<file path="src/rtl/tsf_pkg.sv">
package tsf_pkg;
  localparam int NUM_CH = 2;
  typedef enum int {
    CH_AUD = 0,
    CH_TEL = 1
  } ch_e;
endpackage

</file>
<file path="src/rtl/tsf_fifo.sv">
module tsf_fifo #(
  parameter int DATA_W = 16,
  parameter int DEPTH  = 8,
  localparam int AW    = $clog2(DEPTH),
  localparam int LVL_W = $clog2(DEPTH + 1)
) (
  input  logic              clk,
  input  logic              rst,
  input  logic              wr_en,
  input  logic [DATA_W-1:0] wr_data,
  input  logic              rd_en,
  output logic [DATA_W-1:0] rd_data,
  output logic              full,
  output logic              empty,
  output logic [LVL_W-1:0]  level
);
  logic [DATA_W-1:0] mem [DEPTH];
  logic [AW-1:0]     wp, rp;
  logic [LVL_W-1:0]  cnt;
  logic              do_wr, do_rd;

  assign full  = (cnt == LVL_W'(DEPTH));
  assign empty = (cnt == '0);
  assign level = cnt;
  assign do_wr = wr_en && !full;   // writes when full are dropped
  assign do_rd = rd_en && !empty;
  assign rd_data = mem[rp];

  // storage without reset so it maps onto RAM resources
  always_ff @(posedge clk) begin
    if (do_wr) mem[wp] <= wr_data;
  end

  always_ff @(posedge clk) begin
    if (rst) begin
      wp  <= '0;
      rp  <= '0;
      cnt <= '0;
    end else begin
      if (do_wr) wp <= (wp == AW'(DEPTH - 1)) ? '0 : wp + AW'(1);
      if (do_rd) rp <= (rp == AW'(DEPTH - 1)) ? '0 : rp + AW'(1);
      case ({do_wr, do_rd})
        2'b10:   cnt <= cnt + LVL_W'(1);
        2'b01:   cnt <= cnt - LVL_W'(1);
        default: cnt <= cnt;
      endcase
    end
  end
endmodule

</file>
<file path="src/rtl/tsf_rate_counter.sv">
module tsf_rate_counter #(
  parameter int CNT_W = 8
) (
  input  logic             clk,
  input  logic             rst,
  input  logic             en,
  input  logic             strobe,
  input  logic [CNT_W-1:0] modulus,
  output logic             take
);
  logic [CNT_W-1:0] cnt;
  logic             en_q;
  logic             rise;
  logic             wrap;

  assign rise = en && !en_q;
  assign wrap = en && strobe && !rise && (cnt == '0);
  assign take = rise || wrap;

  always_ff @(posedge clk) begin
    if (rst) begin
      cnt  <= '0;
      en_q <= 1'b0;
    end else begin
      en_q <= en;
      if (rise || wrap)
        cnt <= modulus;
      else if (en && strobe)
        cnt <= cnt - CNT_W'(1);
      // disabled -> hold
    end
  end
endmodule

</file>
<file path="src/rtl/tsf_channel.sv">
module tsf_channel #(
  parameter int DATA_W = 16,
  parameter int DEPTH  = 8,
  parameter int CNT_W  = 8,
  localparam int LVL_W = $clog2(DEPTH + 1)
) (
  input  logic              clk,
  input  logic              rst,
  input  logic              strobe,
  input  logic              en,
  input  logic [CNT_W-1:0]  modulus,
  input  logic              wr_en,
  input  logic [DATA_W-1:0] wr_data,
  output logic [DATA_W-1:0] field,
  output logic              full,
  output logic              empty,
  output logic [LVL_W-1:0]  level,
  output logic              underrun
);
  logic              take;
  logic [DATA_W-1:0] head;

  tsf_fifo #(.DATA_W(DATA_W), .DEPTH(DEPTH)) u_fifo (
    .clk(clk), .rst(rst), .wr_en(wr_en), .wr_data(wr_data),
    .rd_en(take), .rd_data(head), .full(full), .empty(empty), .level(level)
  );

  tsf_rate_counter #(.CNT_W(CNT_W)) u_cnt (
    .clk(clk), .rst(rst), .en(en), .strobe(strobe),
    .modulus(modulus), .take(take)
  );

  always_ff @(posedge clk) begin
    if (rst) begin
      field    <= '0;
      underrun <= 1'b0;
    end else if (take) begin
      if (empty) underrun <= 1'b1;   // keep old field
      else       field    <= head;
    end
  end
endmodule

</file>
<file path="src/rtl/tx_slot_feeder.sv">
module tx_slot_feeder
  import tsf_pkg::*;
#(
  parameter int DATA_W = 16,
  parameter int DEPTH  = 8,
  parameter int CNT_W  = 8,
  localparam int LVL_W = $clog2(DEPTH + 1)
) (
  input  logic              clk,
  input  logic              rst,
  input  logic              frame_strobe,
  input  logic              aud_en,
  input  logic [CNT_W-1:0]  aud_modulus,
  input  logic              aud_wr,
  input  logic [DATA_W-1:0] aud_wdata,
  input  logic              tel_en,
  input  logic [CNT_W-1:0]  tel_modulus,
  input  logic              tel_wr,
  input  logic [DATA_W-1:0] tel_wdata,
  output logic [DATA_W-1:0] aud_field,
  output logic [DATA_W-1:0] tel_field,
  output logic              aud_full,
  output logic              aud_empty,
  output logic [LVL_W-1:0]  aud_level,
  output logic              tel_full,
  output logic              tel_empty,
  output logic [LVL_W-1:0]  tel_level,
  output logic              aud_underrun,
  output logic              tel_underrun
);
  logic              en_a   [NUM_CH];
  logic [CNT_W-1:0]  mod_a  [NUM_CH];
  logic              wr_a   [NUM_CH];
  logic [DATA_W-1:0] wd_a   [NUM_CH];
  logic [DATA_W-1:0] fld_a  [NUM_CH];
  logic              full_a [NUM_CH];
  logic              emp_a  [NUM_CH];
  logic [LVL_W-1:0]  lvl_a  [NUM_CH];
  logic              und_a  [NUM_CH];

  assign en_a[CH_AUD]  = aud_en;       assign en_a[CH_TEL]  = tel_en;
  assign mod_a[CH_AUD] = aud_modulus;  assign mod_a[CH_TEL] = tel_modulus;
  assign wr_a[CH_AUD]  = aud_wr;       assign wr_a[CH_TEL]  = tel_wr;
  assign wd_a[CH_AUD]  = aud_wdata;    assign wd_a[CH_TEL]  = tel_wdata;

  // one independent channel per field
  for (genvar c = 0; c < NUM_CH; c++) begin : g_ch
    tsf_channel #(.DATA_W(DATA_W), .DEPTH(DEPTH), .CNT_W(CNT_W)) u_ch (
      .clk(clk), .rst(rst), .strobe(frame_strobe), .en(en_a[c]),
      .modulus(mod_a[c]), .wr_en(wr_a[c]), .wr_data(wd_a[c]),
      .field(fld_a[c]), .full(full_a[c]), .empty(emp_a[c]),
      .level(lvl_a[c]), .underrun(und_a[c])
    );
  end

  assign aud_field    = fld_a[CH_AUD];  assign tel_field    = fld_a[CH_TEL];
  assign aud_full     = full_a[CH_AUD]; assign tel_full     = full_a[CH_TEL];
  assign aud_empty    = emp_a[CH_AUD];  assign tel_empty    = emp_a[CH_TEL];
  assign aud_level    = lvl_a[CH_AUD];  assign tel_level    = lvl_a[CH_TEL];
  assign aud_underrun = und_a[CH_AUD];  assign tel_underrun = und_a[CH_TEL];
endmodule

</file>
<file path="config.mk">
export PLATFORM = sky130hd
export DESIGN_NAME = tx_slot_feeder
export DESIGN_NICKNAME = d
export VERILOG_FILES = /design/src/rtl/tsf_pkg.sv /design/src/rtl/tsf_fifo.sv /design/src/rtl/tsf_rate_counter.sv /design/src/rtl/tsf_channel.sv /design/src/rtl/tx_slot_feeder.sv
export SDC_FILE = /design/constraint.sdc
export NUM_CORES = 1
export LEC_CHECK = 0
export ABC_AREA = 1
export CAP_MARGIN = 20
export CORE_UTILIZATION = 46
export DETAILED_ROUTE_END_ITERATION = 10
export GPL_TIMING_DRIVEN = 0
export MAX_ROUTING_LAYER = met4
export SYNTH_ARGS = -nofsm -noshare
export SYNTH_HDL_FRONTEND = slang
export SYNTH_HIERARCHICAL = 1
export SYNTH_SLANG_ARGS = --single-unit
</file>
<file path="constraint.sdc">
create_clock -name clk -period 2.55 [get_ports clk]
set_input_delay 0.255 -clock clk [delete_from_list [all_inputs] [get_ports clk]]
set_output_delay 0.255 -clock clk [all_outputs]
set_load 0.005 [all_outputs]
</file>
======== Yosys cells after proc, flatten, opt, wreduce, memory -nomap -nowiden ========
Memories as Yosys holds them, arrays and structs flattened. A register that Yosys moved wholly into a read port is not among the register bits.
Cells that the tools add are included.
operators by class
  add/sub/neg operators ................... 10
  multiply operators ...................... 0
  divide/modulo/power cells ............... 0
  $lt $le $gt $ge ......................... 0
  equality and inequality tests ........... 10
  shift operators ......................... 0
  multiplexer cells ....................... 14
  bitwise operators ....................... 2
  reduce and logical (&&, ||, !) cells .... 34
operators with widths
  kind                   number
  $mux W8                4
  $logic_not A8 Y1       2
  $pmux W4 S2            2
  $sub A8 B1 Y8 const B  2
  $add A3 B1 Y3 const B  4
  $eq A3 B3 Y1 const B   4
  $logic_and A1 B1 Y1    12
  $mux W3                4
  $add A4 B1 Y4 const B  2
  $eq A4 B4 Y1 const B   2
  $logic_not A1 Y1       8
  $logic_not A4 Y1       2
  $reduce_and A2 Y1      4
  $reduce_bool A2 Y1     4
  $sub A4 B1 Y4 const B  2
  $eq A2 B1 Y1 const B   2
  $eq A2 B2 Y1 const B   2
  $mux W1                4
  $logic_or A1 B1 Y1     2
  $not A1 Y1             2
word-level totals
  register bits after elaboration ......... 40
  bits in latches ......................... 0
  RAM bits ................................ 256
  bits in read-only memories .............. 0
  input bits .............................. 55
  output and inout bits ................... 46
  word-level logic and storage cells ...... 84
  memories ................................ 2
memory list
  name                     words  width  read ports  clocked after Yosys merged registers in  write ports  line            source
  g_ch[0].u_ch.u_fifo.mem  8      16     1           1                                        1            tsf_fifo.sv:17  logic [DATA_W-1:0] mem [DEPTH];
  g_ch[1].u_ch.u_fifo.mem  8      16     1           1                                        1            tsf_fifo.sv:17

======== Depth between registers and ports, before layout ========
  depth after elaboration ................. 9
  gate-level depth with buffers ........... 18
  gate-level depth less buffers ........... 18

======== Cells and area by module ========
Netlist, hierarchy kept.
by module, submodules not included
  module            times used  cells each  area each (µm²)  sequential area each (µm²)
  tsf_fifo          2           456         5,710.5          4,103.9
  tsf_channel       2           108         743.2            340.3
  tsf_rate_counter  2           98          616.8            180.2

======== Worst setup path before layout ========
No wires, ideal clock.
  kind .................................... flip-flop to flip-flop
  from .................................... register g_ch[0].u_ch.u_cnt.cnt[0]
  to ...................................... register g_ch[0].u_ch.u_fifo.cnt[2]
  setup time .............................. 0.115 ns
  arrival time ............................ 2.099 ns
  required time ........................... 2.435 ns
  path slack .............................. 0.336 ns
  stages on the path, launching flop included .. 18
  buffers on the path ..................... 0
  clock period less this slack ............ 2.214 ns
  cells stage by stage .................... dfxtp_1 inv_1 ha_1 nand2_1 nor2_2 nand2_2 nand2_4 nand2_1 inv_1 ha_1 nand2_1 inv_1 nor2_1 ha_1 a21oi_1 xnor2_1 o21ai_0 inv_1
on the way
  cells in the longest elaborated chain, start to end .. 6
  elaborated cells between the ends (all ways) .. 8
  those cells by class .................... eq/ne: 2; mux: 1; reduce/logical: 5
RTL lines
  item                                                      line                    source
  start, declared                                           tsf_rate_counter.sv:11  logic [CNT_W-1:0] cnt;
  start signal, assigned                                    tsf_rate_counter.sv:27  cnt <= modulus;
  start signal, assigned                                    tsf_rate_counter.sv:29  cnt <= cnt - CNT_W'(1);
  $logic_not A8 Y1 *                                        tsf_rate_counter.sv:17  assign wrap = en && strobe && !rise && (cnt == '0);
  $logic_and A1 B1 Y1 *                                     tsf_rate_counter.sv:17
  $logic_or A1 B1 Y1 *                                      tsf_rate_counter.sv:18  assign take = rise || wrap;
  via g_ch[0].u_ch.take                                     tsf_channel.sv:20       logic take;
  $logic_and A1 B1 Y1 *                                     tsf_fifo.sv:26          assign do_rd = rd_en && !empty;
  $eq A2 B1 Y1 / $eq A2 B2 Y1 (equally long branches)       tsf_fifo.sv:42          case ({do_wr, do_rd})
  $pmux W4 S2 / $reduce_bool A2 Y1 (equally long branches)  -
  end signal, assigned                                      tsf_fifo.sv:43          2'b10: cnt <= cnt + LVL_W'(1);
  end signal, assigned                                      tsf_fifo.sv:44          2'b01: cnt <= cnt - LVL_W'(1);
  end signal, assigned                                      tsf_fifo.sv:45          default: cnt <= cnt;
  end, declared                                             tsf_fifo.sv:19          logic [LVL_W-1:0] cnt;
The timed path passes the listed nets; every way through them passes the cells marked *.
A chain may end at the register's enable or synchronous reset.

======== Final worst setup path ========
  from .................................... register g_ch[1].u_ch.u_cnt.cnt[0]
  to ...................................... register g_ch[1].u_ch.u_fifo.cnt[2]
on the way
  cells in the longest elaborated chain, start to end .. 6
  elaborated cells between the ends (all ways) .. 8
  those cells by class .................... eq/ne: 2; mux: 1; reduce/logical: 5
RTL lines
  item                                                      line
  start, declared                                           tsf_rate_counter.sv:11
  start signal, assigned                                    tsf_rate_counter.sv:27
  start signal, assigned                                    tsf_rate_counter.sv:29
  $logic_not A8 Y1 *                                        tsf_rate_counter.sv:17
  $logic_and A1 B1 Y1 *                                     tsf_rate_counter.sv:17
  $logic_or A1 B1 Y1 *                                      tsf_rate_counter.sv:18
  via g_ch[1].u_ch.take                                     tsf_channel.sv:20
  $logic_and A1 B1 Y1 *                                     tsf_fifo.sv:26
  $eq A2 B1 Y1 / $eq A2 B2 Y1 (equally long branches)       tsf_fifo.sv:42
  $pmux W4 S2 / $reduce_bool A2 Y1 (equally long branches)  -
  end signal, assigned                                      tsf_fifo.sv:43
  end signal, assigned                                      tsf_fifo.sv:44
  end signal, assigned                                      tsf_fifo.sv:45
  end, declared                                             tsf_fifo.sv:19
Marks and branches as above.

==> results.json <==
{
  "grt_max_degree": 17,
  "nets": 1550,
  "drt-pass1-iter-count": 5,
  "maxSlewViolCount": 0,
  "synth_area_leaders": "edfxtp_1, dfxtp_1, nor2_1",
  "hpwl_um": 22700,
  "avgSynthCellArea_um2": 10.7,
  "cts_max_path_buffers": 3,
  "clock-sinks": 334,
  "p_comb_share_pct": 29.1,
  "numCtsBuffers": 37,
  "final_cell_mix": "edfxtp_1, nor2_1, nand2_1",
  "hold_start": "tel_en",
  "cp.arrival_ns": 2.77,
  "reg2reg_from": "g_ch[1].u_ch/u_cnt/cnt[0]$_SDFFE_PP0P_",
  "grt_pass1_wl_um": 51300,
  "rrSetupSlack_ns": 0.19,
  "yosys_warnings": 6,
  "dr_total_vias": 9862,
  "clk_latency_ns": 0.54,
  "dieArea_um2": 31400,
  "antenna_found_initial": 0,
  "swShare_pct": 32.1,
  "ys_types": 33,
  "hold_viol_final": 0,
  "hold_class": "in2reg",
  "grt_pass1_vias": 9353,
  "drc_errors": 0,
  "synth_cells": 1324,
  "r2r-end": "g_ch[1].u_ch/u_fifo/level[2]$_SDFFE_PP0P_",
  "drt-total-wl_um": 33200,
  "grt_usage_pct": 22.2,
  "worstMarginPinSlew_ns": 0.968,
  "n_antenna_cell": 0,
  "reg2reg_depth": 17,
  "synth_nets": 1395,
  "viasPerCell": 5.20,
  "hold-path-endpoint": "g_ch[1].u_ch/u_cnt/en_q$_SDFF_PP0_",
  "port_buffers": 100,
  "total_power_mw": 16.4,
  "post-route-period-util_pct": 92.6,
  "gr-total-overflow": 0,
  "crit_type": "reg2reg",
  "dpl_cell_area_um2": 15900,
  "start_kind": "flip-flop",
  "core_um2": 30000,
  "pin_count": 101,
  "vdd_drop_max_v": 0.000621,
  "switching_power_mw": 5.27,
  "area_growth_pct": 20.5,
  "die_w_um": 177,
  "worstPathRequired_ns": 2.96,
  "relSlewSlack_pct": 35.4,
  "min_path_cells": 3,
  "start_util_pct": 47.2,
  "whs_ns": 0.313,
  "seq_area_frac_synth_pct": 65.4,
  "maxCapViolations": 0,
  "pwr-share-seq_pct": 41.4,
  "clk_pin_slew_worst_paths_ns": 0.06,
  "layout.area.seq_um2": 9250,
  "syn_area_um2": 14100,
  "p_leak_nw": 6.49,
  "htreeDepth": 2,
  "gp_congestion": 0.883,
  "rows": 63,
  "end_kind": "flip-flop",
  "outcome": "complete, no violations",
  "fin_crit_ns": 2.36,
  "fin_worst_skew_ns": 0.0265,
  "cts_tree": "yes",
  "layout_commonest_cell": "edfxtp_1",
  "final_cell_area_um2": 17000,
  "drive_above_1_share_pct": 12.4,
  "power_density_nw_per_um2": 964,
  "synth_top_area_share_pct": 54.4,
  "internal_power_mw": 11.2,
  "fillCellCount": 2555,
  "antenna_left": 0,
  "multiInputGateArea_um2": 4160,
  "p_clk_share_pct": 29.5,
  "setup_violations": 0,
  "routedWlPerCell_um": 17.5,
  "synth_area_leader_cell": "edfxtp_1",
  "max_freq_ghz": 0.424,
  "cp_max_fo": 5,
  "ys_ff_latch": 334,
  "cts-hold-fix-buffers": 0,
  "first_iter_violations": 774,
  "clockRootBuffer": "clkbuf_16",
  "die_h_um": 177
}
==> flip-flops by register name (all words and copies together) (netlist names), named ones only <==
| name | count |
|---|---|
| g_ch.u_ch/field | 32 |
| g_ch.u_ch/u_cnt/cnt | 16 |
| g_ch.u_ch/u_cnt/en_q | 2 |
| g_ch.u_ch/u_fifo/level | 8 |
| g_ch.u_ch/u_fifo/mem | 256 |
| g_ch.u_ch/u_fifo/rp | 6 |
| g_ch.u_ch/u_fifo/wp | 6 |
| g_ch.u_ch/underrun | 2 |
==> repair_timing <==
item / CTS / global route
buffers inserted: 0 / 2
setup endpoints to repair: 2 / 3
pin swaps: 0 / 2
resized for setup: 2 / 7
==> logic make-up after synthesis <==
kind of cell	synth area share (%)
simple gates	17.0
flops	65.4
compound gates	7.40
buf+inv	5.65
mux	2.27
fa+ha+maj	1.42
xor+xnor	0.867
==> critical path, cell delays in order, from the launching register on <==
cell	delay, ns
dfxtp_1	0.30
inv_1	0.15
ha_4	0.18
nand2_1	0.08
nor2_2	0.12
nand2_2	0.09
nand2_4	0.10
nand2_2	0.09
inv_2	0.10
ha_2	0.21
nand2_1	0.06
inv_1	0.07
nor2_1	0.05
ha_1	0.17
a21oi_1	0.16
xnor2_1	0.09
o21ai_0	0.16
inv_1	0.05
==> layer usage <==
metal  global-route usage (%)  wire length (µm)  up-vias  share of wire [%]
met3                     3.21              2240       54                6.8
met4                     6.16               586        0                1.8
met5                        -                 0        -                  0
li1                         -                 -     4826                  -
met2                     33.5             14900      303                 45
met1                     31.4             15500     4679                 47
==> how the worst max path moves through the flow <==
stage	cells past startpoint	to	start
2_1_floorplan	17	g_ch[0].u_ch/u_fifo/level[2]$_SDFFE_PP0P_	g_ch[0].u_ch/u_cnt/cnt[0]$_SDFFE_PP0P_
3_3_place_gp	5	g_ch[1].u_ch/u_fifo/mem[1][9]$_DFFE_PP_	tel_wr
3_5_place_dp	16	g_ch[0].u_ch/u_fifo/level[2]$_SDFFE_PP0P_	aud_en
4_1_cts	17	g_ch[1].u_ch/u_fifo/level[2]$_SDFFE_PP0P_	g_ch[1].u_ch/u_cnt/cnt[0]$_SDFFE_PP0P_
5_1_grt	17	g_ch[1].u_ch/u_fifo/level[2]$_SDFFE_PP0P_	g_ch[1].u_ch/u_cnt/cnt[0]$_SDFFE_PP0P_
6_report	17	g_ch[1].u_ch/u_fifo/level[2]$_SDFFE_PP0P_	g_ch[1].u_ch/u_cnt/cnt[0]$_SDFFE_PP0P_
==> cell type report <==
type / count / area share, %
Clock buffer: 49 / 5.76
Inverter: 102 / 2.28
Sequential cell: 334 / 54.3
Tap cell: 390 / 2.86
Timing Repair Buffer: 116 / 7.30
Buffer: 58 / 2.41
Clock inverter: 19 / 0.734
Multi-Input combinational cell: 830 / 24.4
==> Yosys cell counts (all sizes together) <==
library cell  instances
nor2                264
o211ai                2
a21oi                20
xnor2                10
xor2                  4
nor3b                 2
clkbuf               10
nand2               220
a211oi                2
buf                  48
o21ai               140
inv                 102
nand3                78
nor3                  4
dfxtp                78
nand3b                2
o22ai                32
mux2i                32
edfxtp              256
ha                   16
a22oi                 2
==> metrics by stage <==
| step | worst slack (ns) | util, % | TNS [ns] | cells |
|---|---|---|---|---|
| detailed placement | -0.200 | 53.1 | -0.377 | 1828 |
| global route | -0.00469 | 56.9 | -0.00469 | 1898 |
| CTS | 0.00129 | 56.8 | 0 | 1896 |
| floorplan | 0.336 | - | 0 | 1324 |
| finish | 0.189 | 56.9 | 0 | 1898 |
| global placement | -0.376 | 52.2 | -46.61 | 1814 |
==> power by group through the flow <==
stage	clock [mW]	combinational, mW	sequential [mW]
after floorplan	0	2.90	6.86
after global placement	0	4.58	6.93
after detailed placement	0	4.74	6.92
after CTS	4.94	4.78	6.81
after global routing	5.18	5.31	6.87
final	4.85	4.78	6.81
Power figures use the tool's default switching activity.
